==> src/rtl/i2c_reg_bridge.sv <==
module i2c_reg_bridge #(
  parameter logic [6:0] DEV_ADDR = 7'h10,
  parameter int NBYTES = 4
) (
  input  logic                  clk,
  input  logic                  rst_n,
  input  logic                  scl_i,
  input  logic                  sda_i,
  output logic                  sda_oe_o,
  output logic                  reg_valid_o,
  output logic                  reg_write_o,
  output logic [8*NBYTES-1:0]   reg_addr_o,
  output logic [8*NBYTES-1:0]   reg_wdata_o,
  input  logic                  reg_ready_i,
  input  logic [8*NBYTES-1:0]   reg_rdata_i
);
  localparam int W  = 8 * NBYTES;
  localparam int IW = $clog2(2 * NBYTES + 1);
  localparam logic [IW-1:0] IDX_DATA = IW'(NBYTES);
  localparam logic [IW-1:0] IDX_LAST = IW'(2 * NBYTES - 1);
  localparam logic [IW-1:0] IDX_END  = IW'(2 * NBYTES);

  typedef enum logic [1:0] {S_IDLE, S_DEV, S_RX, S_TX} st_t;

  logic [1:0] scl_ff, sda_ff;
  logic       scl_q, sda_q;
  wire        scl_s = scl_ff[1];
  wire        sda_s = sda_ff[1];
  wire        rise  = scl_s & ~scl_q;
  wire        fall  = ~scl_s & scl_q;
  wire        start = scl_s & scl_q & sda_q & ~sda_s;
  wire        stop  = scl_s & scl_q & ~sda_q & sda_s;

  st_t          st;
  logic [3:0]   bitcnt;
  logic [7:0]   sh;
  logic [IW-1:0] idx;
  logic         drv, nak, rd_mode;
  logic [W-1:0] adr_q, wd_q, rd_q;
  logic         valid, write;

  assign sda_oe_o    = drv;
  assign reg_valid_o = valid;
  assign reg_write_o = write;
  assign reg_addr_o  = adr_q;
  assign reg_wdata_o = wd_q;

  always_ff @(posedge clk or negedge rst_n) begin
    if (!rst_n) begin
      scl_ff <= 2'b11;
      sda_ff <= 2'b11;
      scl_q  <= 1'b1;
      sda_q  <= 1'b1;
    end else begin
      scl_ff <= {scl_ff[0], scl_i};
      sda_ff <= {sda_ff[0], sda_i};
      scl_q  <= scl_s;
      sda_q  <= sda_s;
    end
  end

  always_ff @(posedge clk or negedge rst_n) begin
    if (!rst_n) begin
      st <= S_IDLE;
      bitcnt <= '0;
      sh <= '0;
      idx <= '0;
      drv <= 1'b0;
      nak <= 1'b0;
      rd_mode <= 1'b0;
      adr_q <= '0;
      wd_q <= '0;
      rd_q <= '0;
      valid <= 1'b0;
      write <= 1'b0;
    end else begin
      if (valid && reg_ready_i) begin
        valid <= 1'b0;
        if (!write) rd_q <= reg_rdata_i;
      end
      if (start) begin
        st <= S_DEV;
        bitcnt <= '0;
        drv <= 1'b0;
        idx <= '0;
      end else if (stop) begin
        st <= S_IDLE;
        drv <= 1'b0;
      end else if (st != S_IDLE) begin
        if (rise) begin
          bitcnt <= bitcnt + 4'd1;
          if (st != S_TX && bitcnt < 4'd8) sh <= {sh[6:0], sda_s};
          if (st == S_TX && bitcnt == 4'd8) nak <= sda_s;
        end
        if (fall) begin
          if (st == S_TX) begin
            if (bitcnt >= 4'd1 && bitcnt <= 4'd7) begin
              sh  <= {sh[6:0], 1'b0};
              drv <= ~sh[6];
            end else if (bitcnt == 4'd8) begin
              drv <= 1'b0;
            end else if (bitcnt == 4'd9) begin
              bitcnt <= '0;
              if (nak) st <= S_IDLE;
              else begin
                sh   <= rd_q[7:0];
                rd_q <= rd_q >> 8;
                drv  <= ~rd_q[7];
              end
            end
          end else if (bitcnt == 4'd8) begin
            if (st == S_DEV) begin
              if (sh[7:1] == DEV_ADDR) begin
                drv <= 1'b1;
                nak <= 1'b0;
                rd_mode <= sh[0];
                if (sh[0]) begin
                  valid <= 1'b1;
                  write <= 1'b0;
                end
              end else begin
                nak <= 1'b1;
              end
            end else if (idx < IDX_END) begin
              drv <= 1'b1;
              nak <= 1'b0;
              idx <= idx + 1'b1;
              if (idx < IDX_DATA) adr_q <= {sh, adr_q[W-1:8]};
              else                wd_q  <= {sh, wd_q[W-1:8]};
              if (idx == IDX_LAST) begin
                valid <= 1'b1;
                write <= 1'b1;
              end
            end else begin
              nak <= 1'b1;
            end
          end else if (bitcnt == 4'd9) begin
            drv <= 1'b0;
            bitcnt <= '0;
            if (nak) st <= S_IDLE;
            else if (st == S_DEV && rd_mode) begin
              st   <= S_TX;
              sh   <= rd_q[7:0];
              rd_q <= rd_q >> 8;
              drv  <= ~rd_q[7];
            end else if (st == S_DEV) begin
              st <= S_RX;
            end
          end
        end
      end
    end
  end
endmodule


==> config.mk <==
export PLATFORM = sky130hd
export DESIGN_NAME = i2c_reg_bridge
export DESIGN_NICKNAME = d
export VERILOG_FILES = /design/src/rtl/i2c_reg_bridge.sv
export SDC_FILE = /design/constraint.sdc
export NUM_CORES = 1
export LEC_CHECK = 0
export CAP_MARGIN = 30
export CORE_MARGIN = 5
export CORE_UTILIZATION = 50
export DETAILED_ROUTE_END_ITERATION = 12
export GPL_ROUTABILITY_DRIVEN = 0
export HOLD_SLACK_MARGIN = 0.02
export PLACE_DENSITY = 0.75
export SYNTH_ARGS = -nofsm -noshare
export SYNTH_HDL_FRONTEND = slang
export SYNTH_SLANG_ARGS = --single-unit
==> constraint.sdc <==
create_clock -name clk -period 5.9 [get_ports clk]
set_clock_uncertainty 0.05 [all_clocks]
set_input_delay 1.475 -clock clk [delete_from_list [all_inputs] [get_ports clk]]
set_output_delay 1.475 -clock clk [all_outputs]
set_load 0.02 [all_outputs]
-- Word-level counts from Yosys, hierarchy flattened
Cells that the tools add are included.
- add/sub/neg operators: 2
- $lt $le $gt $ge: 5
- equal/unequal tests: 19
- muxes and demuxes: 99
- bitwise gates (word level): 18
- reductions and logical operators: 28
- operators by type and width (kind ; count):
    32-bit 2-to-1 mux ; 15
    8-bit 2-to-1 mux ; 12
    4-bit 2-to-1 mux ; 17
    1-bit 2-to-1 mux ; 41
    2-bit 2-to-1 mux ; 14
    9-bit AND reduction ; 3
    7-bit AND reduction ; 2
    2-bit nonzero test ; 7
    2-bit inequality test, second input constant ; 6
    6-bit by 4-bit inequality test with 1-bit output, second input constant ; 2
    1-bit inverter ; 11
    10-bit AND reduction ; 1
    5-bit nonzero test ; 2
    4-bit by 1-bit adder with 4-bit output, second input constant ; 2
    4-bit equality test, second input constant ; 2
    4-bit < comparator, second input constant ; 2
    4-bit inequality test, second input constant ; 2
    8-bit AND reduction ; 1
    4-bit nonzero test ; 2
    1-bit AND ; 7
    7-bit by 5-bit equality test with 1-bit output, second input constant ; 1
    6-bit inequality test, second input constant ; 1
    3-bit nonzero test ; 2
    6-bit nonzero test ; 1
    other kinds (11) ; 15
- bits in registers: 125
- bits of input ports: 37
- output and inout bits: 67
- word-level logic and storage cells: 187

-- Depth between registers and ports, before layout
- depth in word-level cells: 11
- gate-level depth with buffers: 9
- mapped depth without buffers: 7

-- Least setup slack after synthesis
OpenSTA, ideal clock, no wires.
- kind: input port to flip-flop
- start: in reg_ready_i
- end: reg rd_q[1]
- setup time: 0.142 ns
- arrival: 2.249 ns
- required time: 5.708 ns
- setup slack: 3.459 ns
- stages on the path: 6
- buffers on the path: 2
- cells stage by stage: nand2_1 > or2_2 > clkbuf_1 > clkbuf_1 > nand2_1 > a31oi_1
- longest elaborated chain between the ends: 11
- RTL lines (item ; line ; text):
    start, declared ; 14 ; input logic reg_ready_i,
    1-bit logical AND (*) ; 77 ; if (valid && reg_ready_i) begin
    32-bit 2-to-1 mux (*) ; 77 ;
    32-bit 2-to-1 mux, on equally long branches ; 141, 104 ;
    32-bit 2-to-1 mux, on equally long branches ; 140, 102 ;
    32-bit 2-to-1 mux, on equally long branches ; 137, 100 ;
    32-bit 2-to-1 mux, on equally long branches ; 111, 97 ;
    32-bit 2-to-1 mux ; 96 ; if (st == S_TX) begin
    32-bit 2-to-1 mux ; 95 ; if (fall) begin
    32-bit 2-to-1 mux ; 89 ; end else if (st != S_IDLE) begin
    32-bit 2-to-1 mux ; 86 ; end else if (stop) begin
    32-bit 2-to-1 mux (*) ; 81 ; if (start) begin
    end signal, assigned ; 79 ; if (!write) rd_q <= reg_rdata_i;
    end signal, assigned ; 107 ; rd_q <= rd_q >> 8;
    end signal, assigned ; 144 ; rd_q <= rd_q >> 8;
    end, declared ; 39 ; logic [W-1:0] adr_q, wd_q, rd_q;
Mark *: on every way between the ends. The rest lies on a longest branch, timed or not.
A chain may end at the register's enable or synchronous reset.

-- Worst setup path after layout
- start: reg write (netlist: reg_write_o)
- end: out reg_write_o
- RTL lines (item ; line ; text):
    start, declared ; 40 ; logic valid, write;
    start signal, assigned ; 75 ; write <= 1'b0;
    start signal, assigned ; 119 ; write <= 1'b0;
    start signal, assigned ; 132 ; write <= 1'b1;
    end, declared ; 11 ; output logic reg_write_o,
No word-level cell between the ends.

==> impl_metrics.yaml <==
critical_path:
  crit_fanout: 4
  cp.arrival_ns: 1.56
  crit_chain: "clkdlybuf4s50_1"
  worstPathRequired_ns: 4.38
  critPathTopFamily: "buffers and inverters"
  critPathSlowestCell: "clkdlybuf4s50_1"
  start_kind: "flip-flop"
  r2r-end: "sh[5]"
  path_buf_inv: 1
  endpoint_kind: "primary output"
  rr_worst_depth: 7
  rrSetupSlack_ns: 3.16
  cp_slowest_stage_delay_ns: 0.69
  r2r_start: "bitcnt[0]"
  criticalPathCategory: "flip-flop to primary output"
yosys:
  yosysSeqAreaShare_pct: 55.8
  netlist_instances: 484
  synth_edf_count: 0
  synth_seq_cells: 125
  synthDistinctLibCells: 61
  netlist_area_mm2: 0.00562
  synth.avg_cell_area_um2: 11.6
  synth_warnings: 0
  syn_nets: 525
  synthArstFlopShare_pct: 100
  ys.flop_type: "dfrtp_1"
place:
  hpwl_um: 8540
  dp.cells: 706
  post-place-ws_ns: 2.74
  portBuffers: 103
timing:
  slew_headroom_pct: 54.8
  worstMarginPinSlew_ns: 0.677
  drv_slew: 0
  whs_ns: 0.304
  fin_setup_tns_ns: 0
  final_hold_viol_count: 0
  fin_crit_ns: 3.08
  period_share_pct: 52.2
  rsz0062_at_grt: "false"
  finalSetupViolations: 0
  fmax_ghz: 0.325
  setup_ws_ns: 2.82
drt:
  firstDrtPassIters: 5
  drt-total-wl_um: 12700
  ant_nets: 0
  vias: 4267
  first_iter_violations: 407
  routed_via_density: 5.78
  wl_per_cell_um: 17.2
  drc_errors: 0
grt:
  globalRouteOverflowTotal: 0
  grt_pass1_vias: 4104
  grt_usage_pct: 19.8
  grt_max_degree: 73
  grt_pass1_wl_um: 20900
  grt_antenna_before_repair: 0
clock_tree:
  numCtsBuffers: 17
  clk_pin_slew_worst_paths_ns: 0.06
  clockBufferDepth: 2
  cts_sinks: 125
  cts_tree: "built"
  cts_resized: 0
  clock_latency_ns: 0.41
  cts_max_level: 4
  post_cts_buffers: 0
  cts-root-buf: "clkbuf_16"
  ctsHoldBuffers: 0
power_and_ir_drop:
  seqPwrFrac_pct: 44.7
  clock_power_share_pct: 46.6
  intPower_mw: 1.64
  switching_power_mw: 0.571
  ir_drop_v: 0.000144
  power.density_mw_per_mm2: 302
  power_frac_comb_pct: 8.7
  swShare_pct: 25.9
  p_leak_nw: 3.38
die:
  start_util_pct: 51.4
  rows: 38
  fp.dieH_um: 116
  ioPinCount: 104
  fp.dieArea_mm2: 0.0135
  die_w_um: 116
  core-area_mm2: 0.0109
run:
  drv_cap: 0
final_layout:
  final_common_cell: "dfrtp_1"
  layoutNonFillerInstCount: 738
  syn_to_final_growth_pct: 29.9
  nets: 626
  antenna_cells: 0
  drive_gt1_share_pct: 19.7
  layout_common_cells: "dfrtp_1, clkdlybuf4s50_1, nand2_1"
worst_hold_path:
  min_to: "sda_ff[1]"
  min_path_cells: 0
  min_from: "sda_ff[0]"
  hp-class: "flip-flop to flip-flop"
outcome:
  run_status: "complete, no violations"
[synthesized netlist by cell type (all sizes together) (3+ instances only)]
master	instances	share of area [%]
inv	6	0.40
dfrtp	119	53
or2	4	0.45
dfstp	6	2.8
nor2	39	2.8
a22oi	7	0.93
nand3	6	0.53
ha	4	0.89
a21o	3	0.40
o2bb2ai	8	1.2
o21ai	18	1.6
nor3	9	0.80
buf	14	2.3
nor3b	4	0.53
a31oi	26	2.9
o22ai	3	0.33
a21oi	16	1.4
mux2	65	15
nand2	75	5.1
clkbuf	12	0.80
[cell families (layout without fill, tap and decap cells)]
group                    count (synthesis)  in the layout  synth area share (%)
AND/OR/NAND/NOR                        159            159                  13.2
AO/OA/AOI/OAI                           97             97                  11.3
buffers and inverters                   32            146                  3.54
adder cells (fa/ha/maj)                  4              4                 0.890
XOR/XNOR                                 1              1                 0.156
multiplexers                            66             66                  15.2
flip-flops                             125            125                  55.8
[power groups by stage]
stage          Combinational (mW)  Sequential [mW]  Clock, mW
2_1_floorplan               0.125            0.969          0
3_3_place_gp                0.179            0.996          0
3_5_place_dp                0.188             1.00          0
4_1_cts                     0.191            0.986       1.05
5_1_grt                     0.214            0.994       1.09
6_report                    0.192            0.987       1.03
[routing by layer]
layer / up-vias / routed length [µm] / GRT usage [%]
met2: 187 / 5970 / 31.4
li1: 1942 / - / -
met5: - / 0 / 0
met3: 20 / 917 / 4.75
met1: 2118 / 5600 / 27.1
met4: 0 / 171 / 6.50
[worst max path at each step]
| stage | startpoint | to | slack (ns) | cells past startpoint |
|---|---|---|---|---|
| after detailed placement | reg_ready_i | rd_q[3] | 2.74 | 6 |
| after global routing | reg_write_o | reg_write_o | 2.77 | 1 |
| final | reg_write_o | reg_write_o | 2.82 | 1 |
| after CTS | reg_write_o | reg_write_o | 2.80 | 1 |
| after global placement | reg_ready_i | rd_q[0] | 2.56 | 5 |
| after floorplan | reg_ready_i | rd_q[1] | 3.46 | 6 |
[layout make-up]
type / count / area, µm²
clock buffer: 18 / 429
inverter: 6 / 22.5
multi-input combinational: 327 / 2290
fill: 803 / 3630
clock inverter: 14 / 158
tap: 140 / 175
timing repair buffer: 108 / 1090
sequential: 125 / 3140
[metrics by stage]
stage,utilization [%],area [µm²],power (mW)
floorplan,-,5620,1.09
finish,66.8,7300,2.21
global route,66.8,7300,2.30
global placement,61.0,6670,1.17
detailed placement,61.4,6720,1.19
CTS,66.8,7300,2.22
[registers in the layout, indices dropped and copies added, names as in the netlist]
name / flops
bitcnt: 4
idx: 4
nak: 1
rd_mode: 1
rd_q: 32
reg_addr_o: 32
reg_valid_o: 1
reg_wdata_o: 32
reg_write_o: 1
scl_ff: 2
scl_q: 1
sda_ff: 2
sda_oe_o: 1
sda_q: 1
sh: 8
st: 2
Note: power is estimated with default switching activity, not from simulation.
